==> src/rtl/ivt_pkg.sv <==
package ivt_pkg;

    localparam int DEF_DW    = 32;
    localparam int DEF_DEPTH = 8;

    typedef enum logic [1:0] {
        POL_ERR     = 2'd0,
        POL_REPLACE = 2'd1,
        POL_FIXED   = 2'd2,
        POL_ERR_ALT = 2'd3
    } policy_e;

    typedef enum logic [1:0] {
        ACT_NONE  = 2'd0,
        ACT_STORE = 2'd1,
        ACT_FLAG  = 2'd2
    } action_e;

    typedef struct packed {
        logic    xlat;
        policy_e pol;
    } ctrl_t;

    localparam ctrl_t CTRL_RESET = '{xlat: 1'b0, pol: POL_ERR};

    function automatic ctrl_t decode_ctrl(input logic [2:0] bits);
        ctrl_t c;
        c.xlat = bits[2];
        c.pol  = policy_e'(bits[1:0]);
        return c;
    endfunction

endpackage

==> src/rtl/ivt_table.sv <==
module ivt_table #(
    parameter int DW    = 32,
    parameter int DEPTH = 8,
    localparam int IW   = (DEPTH > 1) ? $clog2(DEPTH) : 1
) (
    input  logic          clk,
    input  logic          rst,
    input  logic          wr_en,
    input  logic [IW-1:0] wr_idx,
    input  logic [DW-1:0] wr_key,
    input  logic [DW-1:0] wr_vec,
    input  logic [DW-1:0] look_key,
    output logic          hit,
    output logic [DW-1:0] hit_vec
);

    logic [DEPTH-1:0] ent_used;
    logic [DW-1:0]    ent_key [DEPTH];
    logic [DW-1:0]    ent_vec [DEPTH];
    logic [DEPTH-1:0] ent_match;

    for (genvar g = 0; g < DEPTH; g++) begin : g_ent
        always_ff @(posedge clk) begin
            if (rst) begin
                ent_used[g] <= 1'b0;
                ent_key[g]  <= '0;
                ent_vec[g]  <= '0;
            end else if (wr_en && (wr_idx == IW'(g))) begin
                ent_used[g] <= (wr_key != '0);
                ent_key[g]  <= wr_key;
                ent_vec[g]  <= wr_vec;
            end
        end
        assign ent_match[g] = ent_used[g] && (ent_key[g] == look_key);
    end

    // lowest index has priority: scan downward so it is assigned last
    always_comb begin
        hit     = 1'b0;
        hit_vec = '0;
        for (int i = DEPTH - 1; i >= 0; i--) begin
            if (ent_match[i]) begin
                hit     = 1'b1;
                hit_vec = ent_vec[i];
            end
        end
    end

endmodule

==> src/rtl/ivt_resolve.sv <==
module ivt_resolve
    import ivt_pkg::*;
#(
    parameter int DW = 32
) (
    input  logic          [DW-1:0] req_value,
    input  ctrl_t                  ctrl,
    input  logic          [DW-1:0] ovr_vec,
    input  logic                   hit,
    input  logic          [DW-1:0] hit_vec,
    input  logic          [DW-1:0] pend_vec,
    input  logic                   pend_live,
    output action_e                act,
    output logic          [DW-1:0] new_vec
);

    logic [DW-1:0] cand;
    logic          cand_ok;

    always_comb begin
        cand    = ctrl.xlat ? hit_vec : req_value;
        cand_ok = !ctrl.xlat || hit;
    end

    always_comb begin
        act     = ACT_NONE;
        new_vec = cand;
        if (req_value != '0) begin
            if (!cand_ok) begin
                act = ACT_FLAG;
            end else if (!pend_live) begin
                act = ACT_STORE;
            end else if (cand != pend_vec) begin
                unique case (ctrl.pol)
                    POL_REPLACE: act = ACT_STORE;
                    POL_FIXED: begin
                        act     = ACT_STORE;
                        new_vec = ovr_vec;
                    end
                    default: act = ACT_FLAG;
                endcase
            end
        end
    end

endmodule

==> src/rtl/ivt_state.sv <==
module ivt_state
    import ivt_pkg::*;
#(
    parameter int DW = 32
) (
    input  logic             clk,
    input  logic             rst,
    input  action_e          act,
    input  logic    [DW-1:0] new_vec,
    input  logic    [DW-1:0] req_value,
    input  logic             ack,
    output logic    [DW-1:0] pend_vec,
    output logic             err_flag,
    output logic    [DW-1:0] err_val
);

    always_ff @(posedge clk) begin
        if (rst) begin
            pend_vec <= '0;
        end else if (act == ACT_STORE) begin
            pend_vec <= new_vec;
        end else if (ack) begin
            pend_vec <= '0;
        end
    end

    always_ff @(posedge clk) begin
        if (rst) begin
            err_flag <= 1'b0;
            err_val  <= '0;
        end else if ((act == ACT_FLAG) && !err_flag) begin
            err_flag <= 1'b1;
            err_val  <= req_value;
        end
    end

endmodule

==> src/rtl/ivt_latch.sv <==
module ivt_latch
    import ivt_pkg::*;
#(
    parameter int DW    = DEF_DW,
    parameter int DEPTH = DEF_DEPTH,
    localparam int IW   = (DEPTH > 1) ? $clog2(DEPTH) : 1,
    localparam int AW   = $clog2(DEPTH + 1)
) (
    input  logic          clk,
    input  logic          rst,
    input  logic          cfg_we,
    input  logic [AW-1:0] cfg_addr,
    input  logic [DW-1:0] cfg_key,
    input  logic [DW-1:0] cfg_vec,
    input  logic [DW-1:0] req_value,
    input  logic          irq_ack,
    output logic          irq_req,
    output logic [DW-1:0] irq_vec,
    output logic          err_flag,
    output logic [DW-1:0] err_val
);

    ctrl_t         ctl_q;
    logic [DW-1:0] ovr_q;
    logic          tbl_we;
    logic          ctl_we;
    logic          hit;
    logic [DW-1:0] hit_vec;
    logic [DW-1:0] pend_vec;
    logic          pend_live;
    action_e       act;
    logic [DW-1:0] new_vec;

    assign tbl_we = cfg_we && (cfg_addr < AW'(DEPTH));
    assign ctl_we = cfg_we && (cfg_addr == AW'(DEPTH));

    always_ff @(posedge clk) begin
        if (rst) begin
            ctl_q <= CTRL_RESET;
            ovr_q <= '0;
        end else if (ctl_we) begin
            ctl_q <= decode_ctrl(cfg_key[2:0]);
            ovr_q <= cfg_vec;
        end
    end

    ivt_table #(.DW(DW), .DEPTH(DEPTH)) u_table (
        .clk     (clk),
        .rst     (rst),
        .wr_en   (tbl_we),
        .wr_idx  (cfg_addr[IW-1:0]),
        .wr_key  (cfg_key),
        .wr_vec  (cfg_vec),
        .look_key(req_value),
        .hit     (hit),
        .hit_vec (hit_vec)
    );

    // an offer accepted in this cycle no longer counts as pending
    assign pend_live = (pend_vec != '0) && !irq_ack;

    ivt_resolve #(.DW(DW)) u_resolve (
        .req_value(req_value),
        .ctrl     (ctl_q),
        .ovr_vec  (ovr_q),
        .hit      (hit),
        .hit_vec  (hit_vec),
        .pend_vec (pend_vec),
        .pend_live(pend_live),
        .act      (act),
        .new_vec  (new_vec)
    );

    ivt_state #(.DW(DW)) u_state (
        .clk      (clk),
        .rst      (rst),
        .act      (act),
        .new_vec  (new_vec),
        .req_value(req_value),
        .ack      (irq_ack),
        .pend_vec (pend_vec),
        .err_flag (err_flag),
        .err_val  (err_val)
    );

    assign irq_req = (pend_vec != '0);
    assign irq_vec = pend_vec;

endmodule

==> config.mk <==
export PLATFORM = sky130hd
export DESIGN_NAME = ivt_latch
export DESIGN_NICKNAME = d
export VERILOG_FILES = /design/src/rtl/ivt_pkg.sv /design/src/rtl/ivt_table.sv /design/src/rtl/ivt_resolve.sv /design/src/rtl/ivt_state.sv /design/src/rtl/ivt_latch.sv
export SDC_FILE = /design/constraint.sdc
export NUM_CORES = 1
export LEC_CHECK = 0
export BUFFER_PORTS_ARGS = -buffer_cell sky130_fd_sc_hd__buf_2
export CORE_UTILIZATION = 62
export DETAILED_ROUTE_END_ITERATION = 8
export MAX_ROUTING_LAYER = met4
export PLACE_DENSITY = 0.8
export SETUP_SLACK_MARGIN = 0.05
export SLEW_MARGIN = 15
export SYNTH_ARGS = -nofsm -noshare
export SYNTH_HDL_FRONTEND = slang
export SYNTH_SLANG_ARGS = --single-unit
==> constraint.sdc <==
create_clock -name clk -period 7.6 [get_ports clk]
set_input_delay 1.14 -clock clk [delete_from_list [all_inputs] [get_ports clk]]
set_output_delay 1.14 -clock clk [all_outputs]
set_load 0.01 [all_outputs]
==> results.yml <==
die:
  rows: 83
  die_h_um: 231.0
  dieArea_sq_um: 53340
  io_pins: 170
  die_w_um: 231.0
  initial_core_util: 0.6310
  coreArea_sq_um: 51510
setup_path:
  end_kind: "register"
  worst-setup-path-type: "in2reg"
  cp_max_fo: 37
  worst_ep_arrival_time_ns: 7.17
  crit_required_ns: 8.11
  cp-start-kind: "primary input"
synth:
  synth_top_area_cell: "edfxtp_1"
  synth-seq-cells: 620
  synthFlopType: "edfxtp_1"
  yosysWarnings: 0
  synth-adder-area-share: 0.0003850
  async_flop_share: 0
  synthMuxAreaShare: 0.02560
  synthSimpleGateAreaFrac: 0.2291
  avgSynthCellArea_sq_um: 11.04
  synth_edf_count: 512
  synth_area_leaders: "edfxtp_1 47%, dfxtp_1 6.7%, and2_1 6.5%, and3_1 4.5%, xnor2_1 3.9%"
  synth_top_family_by_area: "simple AND/OR/NAND/NOR gates"
  synth_compound_area_frac: 0.09293
  syn_nets: 3048
  synthCells: 2943
  synth_xor_xnor_area_share: 0.07299
  ys_types: 98
  synth_top_area_share: 0.4731
  yosysSeqAreaShare: 0.5396
  synth_area_sq_um: 32500
cts:
  cts.sinks: 620
  insertion_delay_ns: 0.65
  cts-root-buf: "clkbuf_16"
  clock_path_buffers: 3
  clk_pin_slew_ns: 0.06
  cts_tree: "done"
  cts_made_buffers: 66
  cts_resized: 0
  htreeDepth: 3
  holdBufCountCts: 0
  post_cts_buffers: 0
finish:
  layout_commonest_cell: "edfxtp_1"
  fill_cells: 3703
  syn_to_final_growth_pct: 11.64
  layout-drive-gt1-share: 0.1406
  nets: 3161
  layout_common_cells: "512 x edfxtp_1, 340 x and2_1, 234 x and3_1"
power:
  power_per_cell_area_nw_per_um2: 223.1
  p_seq_frac: 0.494
  ir_drop_uv: 224.4
  clockPowerShare: 0.402
  total_leakage_power_nw: 13.96
  power_frac_comb: 0.104
  netSwitchingFraction: 0.2661
  p_sw_mw: 2.154
  p_int_mw: 5.941
placed_design:
  dp_hpwl_um: 90800
  routabilityCongestion: 1.071
  numPortBuffers: 169
  dp_slack_ns: 0.7279
global_routing:
  met1_usage: 0.6169
  grt.total_usage: 0.5181
  grt_max_degree: 83
  top_usage_layer: "met2"
  met3_usage: 0.1439
  grt-ovfl-total: 0
  grt_use_met2: 0.7529
  antenna_found_initial: 9
  grt_pass1_vias: 26190
  grt_pass1_wl_um: 187800
sta:
  rsz0062_at_grt: "false"
  hold_violations: 0
  drv_slew: 0
  worst_slew_pin_slew_ns: 1.197
  finClkSkew_ns: 0.03531
  fin_ws_ns: 0.9377
  period_share: 0.8766
  setup_tns_ns: 0
  slew_headroom: 0.2018
  setup_viol: 0
  whs_ns: 0.4609
  timing.fmax_ghz: 0.1501
  finalWorstPathRequiredPeriod_ns: 6.662
routing:
  drc: 0
  viasPerCell: 7.323
  wl_per_cell_um: 35.59
  drt_iter0_drc: 4804
  antenna_left: 0
  detail_route.wirelength_um: 135300
  dr.pass1.iters: 7
  vias: 27830
run:
  maxCapViolCount: 0
run_status:
  outcome: "complete, no violations"
worst_hold_path:
  hold_path_class: "reg2reg"
## synthesized netlist by cell type, drive strengths merged, types with 10 or more instances
| library cell | n |
|---|---|
| nor2b | 11 |
| a21oi | 60 |
| nor3 | 44 |
| nand4 | 111 |
| o2bb2ai | 27 |
| and2 | 340 |
| a2111oi | 11 |
| o311ai | 19 |
| nand2b | 29 |
| edfxtp | 512 |
| or2 | 10 |
| clkbuf | 162 |
| dfxtp | 108 |
| nor2 | 110 |
| a31o | 14 |
| a21o | 14 |
| mux2i | 73 |
| o211ai | 13 |
| and4 | 18 |
| xor2 | 125 |
| inv | 77 |
| buf | 61 |
| nand2 | 151 |
| or4 | 11 |
| o21ai | 53 |
| and3 | 235 |
| a221oi | 13 |
| o221ai | 16 |
| o2111ai | 13 |
| nand3 | 61 |
| xnor2 | 145 |
| or3 | 12 |
| a31oi | 26 |
| nor4 | 87 |
## state kept, by name, indices dropped and copies added, names as in the netlist
register / count
u_state.pend_vec: 32
ovr_q: 32
ctl_q: 3
u_state.err_flag: 1
u_table.ent_key: 256
u_table.ent_vec: 256
u_table.ent_used: 8
u_state.err_val: 32
## worst paths after layout
check	cells past startpoint	end	start	slack, ns
worst max-delay path	17	u_state.pend_vec[22]	req_value[2]	0.94
worst min-delay path	2	ovr_q[19]	ovr_q[19]	0.46
worst max register to register	16	u_state.pend_vec[22]	u_table.ent_key[1][66]	1.51
worst min register to register	2	ovr_q[19]	ovr_q[19]	0.46
## worst max-delay path, stage by stage
cell       delay [ns]
buf_2            0.48
xor2_1           0.17
nor4_1           0.68
and4_1           0.45
and3_1           0.33
buf_4            0.45
o311ai_0         0.28
a221oi_1         1.03
o21ai_0          0.49
o21ba_2          0.33
o211ai_1         0.15
nor4_4           0.11
nand3_4          0.16
nand3_4          0.30
buf_4            0.31
mux2i_1          0.20
o2bb2ai_1        0.10
## metal layers
layer	wire (um)	share of wire
met4	12010	0.089
met2	59120	0.44
met1	45330	0.34
met5	0	0
met3	18790	0.14
## final cells by class
type | instances | area (sq um) | area share
Sequential cell | 620 | 17540 | 0.4833
Multi-Input combinational cell | 2023 | 13830 | 0.3811
Clock buffer | 85 | 1838 | 0.05066
Timing Repair Buffer | 268 | 1617 | 0.04455
Tap cell | 680 | 850.8 | 0.02345
Clock inverter | 35 | 292.8 | 0.008069
Inverter | 77 | 289.0 | 0.007966
Antenna cell | 12 | 30.03 | 0.0008276
## logic make-up after synthesis
kind of cell | count (synthesis)
AO/OA/AOI/OAI | 398
XOR/XNOR | 270
adder cells (fa/ha/maj) | 1
buffers and inverters | 300
flip-flops | 620
multiplexers | 82
AND/OR/NAND/NOR | 1272
## through the flow
step | total power [mW] | utilization | instances | area [sq um]
2_1_floorplan | 4.455 | - | 2943 | 32500
3_3_place_gp | 4.844 | 0.6625 | 3668 | 34120
3_5_place_dp | 4.857 | 0.6625 | 3668 | 34120
4_1_cts | 8.006 | 0.7038 | 3788 | 36250
5_1_grt | 8.205 | 0.7042 | 3796 | 36270
6_report | 8.095 | 0.7044 | 3800 | 36280
## power by group through the flow
stage                     sequential [mW]  clock, mW  combinational, mW
after floorplan                      4.02          0              0.431
after global placement               4.05          0              0.793
after detailed placement             4.06          0              0.800
after CTS                            3.99       3.21              0.806
after global routing                 4.00       3.34              0.857
final                                4.00       3.25              0.846
No activity file was read; power rests on OpenSTA's default activity.
